===== src/rtl/magcmp_pkg.sv =====
package magcmp_pkg;

    // Relation of X to Y over the bits seen so far (fixed two-bit code)
    typedef enum logic [1:0] {
        REL_EQ = 2'b00,
        REL_LT = 2'b01,
        REL_GT = 2'b10,
        REL_XX = 2'b11
    } rel_e;

    typedef struct packed {
        rel_e rel;
    } core_s;

endpackage


===== src/rtl/mag_cell.sv =====
module mag_cell
    import magcmp_pkg::*;
(
    input  rel_e rel_in,
    input  logic x_bit,
    input  logic y_bit,
    output rel_e rel_out
);

    always_comb begin
        rel_out = rel_in;
        if (rel_in == REL_EQ || rel_in == REL_XX) begin
            if (x_bit && !y_bit) begin
                rel_out = REL_GT;
            end else if (!x_bit && y_bit) begin
                rel_out = REL_LT;
            end else begin
                rel_out = REL_EQ;
            end
        end
    end

endmodule


===== src/rtl/mag_decode.sv =====
module mag_decode
    import magcmp_pkg::*;
(
    input  rel_e rel,
    output logic is_lt,
    output logic is_eq,
    output logic is_gt
);

    always_comb begin
        is_lt = 1'b0;
        is_eq = 1'b0;
        is_gt = 1'b0;
        unique case (rel)
            REL_LT:  is_lt = 1'b1;
            REL_GT:  is_gt = 1'b1;
            default: is_eq = 1'b1;
        endcase
    end

endmodule


===== src/rtl/mag_array.sv =====
module mag_array
    import magcmp_pkg::*;
#(
    parameter int WIDTH = 8
) (
    input  logic [WIDTH-1:0] a_word,
    input  logic [WIDTH-1:0] b_word,
    output rel_e             rel_final
);

    localparam int NLINK = WIDTH + 1;

    rel_e link [NLINK];

    assign link[WIDTH] = REL_EQ;

    for (genvar g = WIDTH - 1; g >= 0; g--) begin : g_cell
        mag_cell i_cell (
            .rel_in (link[g+1]),
            .x_bit  (a_word[g]),
            .y_bit  (b_word[g]),
            .rel_out(link[g])
        );
    end

    assign rel_final = link[0];

endmodule


===== src/rtl/mag_serial.sv =====
module mag_serial
    import magcmp_pkg::*;
(
    input  logic clk,
    input  logic rst_n,
    input  logic start,
    input  logic valid,
    input  logic xi,
    input  logic yi,
    output rel_e rel
);

    core_s st_d, st_q;
    rel_e  cell_in, cell_out;

    assign cell_in = start ? REL_EQ : st_q.rel;

    mag_cell i_step (
        .rel_in (cell_in),
        .x_bit  (xi),
        .y_bit  (yi),
        .rel_out(cell_out)
    );

    always_comb begin
        st_d = st_q;
        if (valid) begin
            st_d.rel = cell_out;
        end else if (start) begin
            st_d.rel = REL_EQ;
        end
    end

    always_ff @(posedge clk) begin
        if (!rst_n) begin
            st_q <= '{rel: REL_EQ};
        end else begin
            st_q <= st_d;
        end
    end

    assign rel = st_q.rel;


    start_clears_chk: assert property (@(posedge clk) disable iff (!rst_n)
        (start && !valid) |=> (st_q.rel == REL_EQ));


    idle_holds_chk: assert property (@(posedge clk) disable iff (!rst_n)
        (!start && !valid) |=> $stable(st_q.rel));


    gt_sticky_chk: assert property (@(posedge clk) disable iff (!rst_n)
        (!start && st_q.rel == REL_GT) |=> (st_q.rel == REL_GT));


    lt_sticky_chk: assert property (@(posedge clk) disable iff (!rst_n)
        (!start && st_q.rel == REL_LT) |=> (st_q.rel == REL_LT));


    no_unused_code_chk: assert property (@(posedge clk) disable iff (!rst_n)
        st_q.rel != REL_XX);

endmodule


===== src/rtl/mag_compare.sv =====
module mag_compare
    import magcmp_pkg::*;
#(
    parameter int WIDTH = 8
) (
    input  logic             clk,
    input  logic             rst_n,
    input  logic             start,
    input  logic             valid,
    input  logic             xi,
    input  logic             yi,
    output logic             out_lt,
    output logic             out_eq,
    output logic             out_gt,
    input  logic [WIDTH-1:0] arr_x,
    input  logic [WIDTH-1:0] arr_y,
    output logic             arr_lt,
    output logic             arr_eq,
    output logic             arr_gt
);

    rel_e ser_rel, arr_rel;

    mag_serial i_serial (
        .clk  (clk),
        .rst_n(rst_n),
        .start(start),
        .valid(valid),
        .xi   (xi),
        .yi   (yi),
        .rel  (ser_rel)
    );

    mag_decode i_ser_dec (
        .rel  (ser_rel),
        .is_lt(out_lt),
        .is_eq(out_eq),
        .is_gt(out_gt)
    );

    mag_array #(.WIDTH(WIDTH)) i_array (
        .a_word   (arr_x),
        .b_word   (arr_y),
        .rel_final(arr_rel)
    );

    mag_decode i_arr_dec (
        .rel  (arr_rel),
        .is_lt(arr_lt),
        .is_eq(arr_eq),
        .is_gt(arr_gt)
    );


    ser_onehot_chk: assert property (@(posedge clk) disable iff (!rst_n)
        $onehot({out_lt, out_eq, out_gt}));


    arr_order_chk: assert property (@(posedge clk) disable iff (!rst_n)
        (arr_gt == (arr_x > arr_y)) && (arr_lt == (arr_x < arr_y)));


    arr_onehot_chk: assert property (@(posedge clk) disable iff (!rst_n)
        $countones({arr_lt, arr_eq, arr_gt}) == 1);

endmodule


===== config.mk =====
export PLATFORM = sky130hd
export DESIGN_NAME = mag_compare
export DESIGN_NICKNAME = d
export VERILOG_FILES = /design/src/rtl/magcmp_pkg.sv /design/src/rtl/mag_cell.sv /design/src/rtl/mag_decode.sv /design/src/rtl/mag_array.sv /design/src/rtl/mag_serial.sv /design/src/rtl/mag_compare.sv
export SDC_FILE = /design/constraint.sdc
export NUM_CORES = 1
export LEC_CHECK = 0
export BUFFER_PORTS_ARGS = -buffer_cell sky130_fd_sc_hd__buf_4
export CORE_AREA = 2 2 39 41
export DETAILED_ROUTE_END_ITERATION = 10
export DIE_AREA = 0 0 41 43
export PLACE_DENSITY_LB_ADDON = 0.15
export SLEW_MARGIN = 40
export SYNTH_ARGS = -nofsm -noshare
export SYNTH_HDL_FRONTEND = slang
export SYNTH_SLANG_ARGS = --single-unit

===== constraint.sdc =====
create_clock -name clk -period 1.9 [get_ports clk]
set_clock_uncertainty 0.2 [all_clocks]
set_input_delay 0.095 -clock clk [delete_from_list [all_inputs] [get_ports clk]]
set_output_delay 0.095 -clock clk [all_outputs]
set_load 0.01 [all_outputs]

# Word level (Yosys, flattened, before mapping)
# Cells that the tools add are included.
[classes] n_eq_ne=12 muxes=34 n_reduce_logical=54
[op_table] operator="2-bit two-way mux" n=19
[op_table] operator="2-bit equality test, second input constant" n=10
[op_table] operator="1-bit logical AND" n=18
[op_table] operator="1-bit logical NOT" n=18
[op_table] operator="2-bit logical NOT" n=8
[op_table] operator="1-bit two-way mux" n=15
[op_table] operator="1-bit logical OR" n=8
[op_table] operator="2-bit by 1-bit equality test with 1-bit output, second input constant" n=2
[op_table] operator="2-bit OR reduction" n=2
[word_totals] inputBits=22 regBits=2 output_inout_bits=6 word_cells=101

# Depth between registers and ports, before layout
[depth] ltp_word=28 ltp_mapped=6 mapped_depth_nobuf=6

# Cells and area by module
# A second synthesis with hierarchy kept.
[unflattened] cells_unflattened=71 hier_area_um2=544.3
[by_module_without_submodules] mod="mag_cell" n_inst=9 area_each_um2=42.5 seq_area_each_um2=0.0 cells_per_inst=6
[by_module_without_submodules] mod="mag_serial" n_inst=1 area_each_um2=92.6 seq_area_each_um2=40.0 cells_per_inst=8
[by_module_without_submodules] mod="mag_decode" n_inst=2 area_each_um2=32.5 seq_area_each_um2=0.0 cells_per_inst=4
[by_module_without_submodules] mod="mag_array" n_inst=1 area_each_um2=3.8 seq_area_each_um2=0.0 cells_per_inst=1

# Worst setup path before layout
# No wires, ideal clock.
[synth_timing] path_type="input -> output" from="input port arr_x[7]" to="output port arr_eq" n_path_buf=0 required_ns=1.605 arrival_ns=1.327 setup_slack_ns=0.278 stages=5 path_cell_list="inv_1 > ha_1 > o311ai_1 > o31ai_1 > ha_1"
[synth_via] elab_chain_cells=28 word_cells_on_any_way=37 classes_between="eq/ne: 9; mux: 10; reduce/logical: 18"
[synth_lines] element="from (decl)" line="mag_compare.sv:15" source="input logic [WIDTH-1:0] arr_x,"
[synth_lines] element="1-bit logical NOT" line="mag_cell.sv:15" source="end else if (!x_bit && y_bit) begin"
[synth_lines] element="1-bit logical AND" line="mag_cell.sv:15"
[synth_lines] element="1-bit two-way mux" line="mag_cell.sv:15"
[synth_lines] element="2-bit two-way mux (*)" line="mag_cell.sv:13" source="if (x_bit && !y_bit) begin"
[synth_lines] element="2-bit equality test / 2-bit logical NOT (equally long branches)" line="mag_cell.sv:12" source="if (rel_in == REL_EQ || rel_in == REL_XX) begin"
[synth_lines] element="1-bit logical OR" line="mag_cell.sv:12"
[synth_lines] element="2-bit two-way mux (*)" line="mag_cell.sv:12"
[synth_lines] element="2-bit equality test / 2-bit logical NOT (equally long branches)" line="mag_cell.sv:12"
[synth_lines] element="[... 12 more ...]"
[synth_lines] element="1-bit logical OR" line="mag_cell.sv:12"
[synth_lines] element="2-bit two-way mux (*)" line="mag_cell.sv:12"
[synth_lines] element="2-bit equality test / 2-bit logical NOT (equally long branches)" line="mag_cell.sv:12"
[synth_lines] element="1-bit logical OR" line="mag_cell.sv:12"
[synth_lines] element="2-bit two-way mux (*)" line="mag_cell.sv:12"
[synth_lines] element="2-bit by 1-bit equality test with 1-bit output / 2-bit equality test (equally long branches)" line="mag_decode.sv:14" source="unique case (rel)"
[synth_lines] element="2-bit OR reduction (no source line) (*)"
[synth_lines] element="1-bit two-way mux (*)" line="mag_decode.sv:14"
[synth_lines] element="to (decl)" line="mag_compare.sv:18" source="output logic arr_eq,"
# Mark *: on every way between the ends. The rest lies on a longest branch, timed or not.

# Worst setup path in the final report
# Same ends and word-level chain as after synthesis.

==> results.md <==
* Max cap viols at 0
* Register area at 40.0 sq um
* Max Slew Vio Count at 0
* Final Setup Violations at 0
* Multi-input logic area at 379 sq um
* Final Hold Fails at 0
* Status: complete, no violations
* PnR Total Power at 0.324 mW
* Max Fanout on Critical Path at 4
* Sequential area share after synthesis at 0.0936
* Post-synth top area cell: ha_1
* Max IR drop VDD at 336 uV
* Tmin final at 1.79 ns
* Max reg flops at 2
* Worst hold path depth at 3
* Drt total wl at 929 um
* Port bufs at 27
* Async set or reset register ratio after synthesis at 0
* Drt drc at 0
* Relative slew slack at 0.745
* Dpl ws at 0.0447 ns
* Final GP Congestion at 0.732
* Syn Area/Cell at 7.78 sq um
* #FFs+latches synth at 2
* Commonest cells post-synth: 8 x inv_1, 8 x nand2b_1, 6 x ha_1
* RR Endpoint: i_serial.rel[1]
* Core ar. at 0.00138 sq mm
* Initial drt markers at 1
* Kind of critical path: input pin to output port
* Clk sinks at 2
* Clk pin slew, worst setup/hold paths at 0.03 ns
* Post-synth EDFFs at 0
* Row cnt at 14
* Floorplan die width at 41 um
* Vias in the first global route at 418
* Synth top area cells: ha_1 18%, maj3_2 13%, nand2b_1 12%
* Startpoint types: input pin
* R2R Setup Slk at 0.84 ns
* DRT antenna net count at 0
* Period utilisation layout at 0.942
* RSZ-0062 raised after global routing: no
* Final WS setup at 0.111 ns
* Fin nets at 117
* Critical-path cell list: buf_4 -> inv_1 -> ha_4 -> nand3b_1 -> o311ai_2 -> buf_4 -> o31ai_2 -> ha_1 -> buf_4
* Grt total ovfl at 0
* H-tree Lvls at 1
* Synth Net Count at 83
* Fmax at 559 MHz
* Post-synth top area share at 0.175
* Worst-Skew Late Latency at 0.23 ns
* Ys Warns at 0
* Worst path required time at 1.60 ns
* Critical path endpoint category: output port
* Filler instances at 153
* Synth Flop Type: dfxtp_1
* Hold Crit Start: valid
* Share of cells above drive strength 1 at 0.471
* Tot GR Track Use at 0.127
* Setup TNS at 0 ns
* Die area at 0.00176 sq mm
* Detailed Place HPWL at 808 um
* Area delta synth->final at 67.3%
* Initial core utilization at 0.309
* Via count at 488
* Hold WC Path Type: input pin to register
* Worst slew pin tran at 0.383 ns
* Die Y at 43 um
* Crit path DAT at 1.49 ns
* First-pass GRT wire length at 1490 um
* Largest net degree at the start of global routing at 6
* Clk buf depth at 2
* Pleak at 0.334 nW
* PwrDens at 452 mW/mm^2
* Ports at 28
* Postcts setup bufs at 0
* Inserted Diodes at 0
* Cells after synthesis at 55
* Wire per inst at 9.02 um
* Total CTS buffers at 3
* Worst r2r path cells at 3
* Root buf cell: clkbuf_4
* Worst path most repeated cell: buf_4
* Vias per cell at 4.74
* Unique cell type count in the Yosys netlist at 20
* Syn Std Cell Area at 428 sq um
* Initial antenna violation count at 0
* Hold EP: i_serial.rel[0]
* CTS tree: built
* Crit path max-delay cell type: ha_1
* Worst path max stage delay at 0.26 ns
* First drt pass iteration count at 3
* Reg2reg start: i_serial.rel[1]
==> worst max path at each step <==
| stage | slack [ns] | cells after the start | end | startpoint |
|---|---|---|---|---|
| floorplan | 0.28 | 5 | arr_eq | arr_x[7] |
| global placement | 0.07 | 9 | arr_eq | arr_x[7] |
| detailed placement | 0.04 | 9 | arr_eq | arr_x[7] |
| CTS | 0.05 | 9 | arr_eq | arr_x[7] |
| global route | 0.05 | 9 | arr_eq | arr_x[7] |
| finish | 0.11 | 9 | arr_eq | arr_x[7] |
==> cell families (layout without fill, tap and decap cells) <==
logic type	Yosys count	after routing	synth area share
buf+inv	9	41	0.0789
fa+ha+maj	12	12	0.330
flops	2	2	0.0936
compound gates	15	15	0.243
simple gates	17	17	0.254
==> routing by layer <==
layer  track usage  vias up  wire, um
met1         0.125      211       347
li1              -      256         -
met4         0.100        0        31
met3        0.0366        4        92
met2         0.206       17       457
met5             0        -         0
==> placed cells by master (no fill, tap or decap), types with 3 or more instances in the layout <==
cell / Yosys / final
a21oi_1: 4 / 4
o21a_1: 3 / 3
nand3b_1: 3 / 3
nand2b_1: 8 / 8
ha_1: 6 / 5
maj3_2: 5 / 5
inv_1: 8 / 8
clkbuf_4: 0 / 3
nor2b_1: 3 / 3
buf_4: 0 / 28
==> final cells by class <==
type / instances / area share
Multi-Input combinational cell: 44 / 0.530
Timing Repair Buffer: 29 / 0.308
Sequential cell: 2 / 0.0559
Inverter: 9 / 0.0472
Clock buffer: 3 / 0.0315
Tap cell: 16 / 0.0280
==> report_power, final <==
part	leakage, nW	switching, mW	internal, mW
clock	0.0138	0.0260	0.0698
sequential	0.0166	0.00480	0.0463
combinational	0.303	0.0724	0.104
==> timing repair <==
action                                  in CTS  in global routing
hold buffers                                 1                  0
endpoints found under the hold margin        2                  0
resized for setup                            0                  3
endpoints found under the setup margin       0                  1
==> worst max-delay path, delay by kind of cell <==
kind,cells,cell delay [ns]
AND/OR/NAND/NOR,1,0.09
adder cells (fa/ha/maj),2,0.48
AO/OA/AOI/OAI,2,0.33
buffers and inverters,4,0.50
==> metrics by stage <==
stage / cell area (sq um) / cells / util / hold WS, ns
global placement: 658 / 99 / 0.476 / 0.119
global route: 716 / 103 / 0.517 / 0.0681
detailed placement: 658 / 99 / 0.476 / 0.116
finish: 716 / 103 / 0.517 / 0.0518
CTS: 691 / 103 / 0.499 / 0.0454
floorplan: 428 / 55 / - / 0.0125
(Power assumes the default switching activity.)
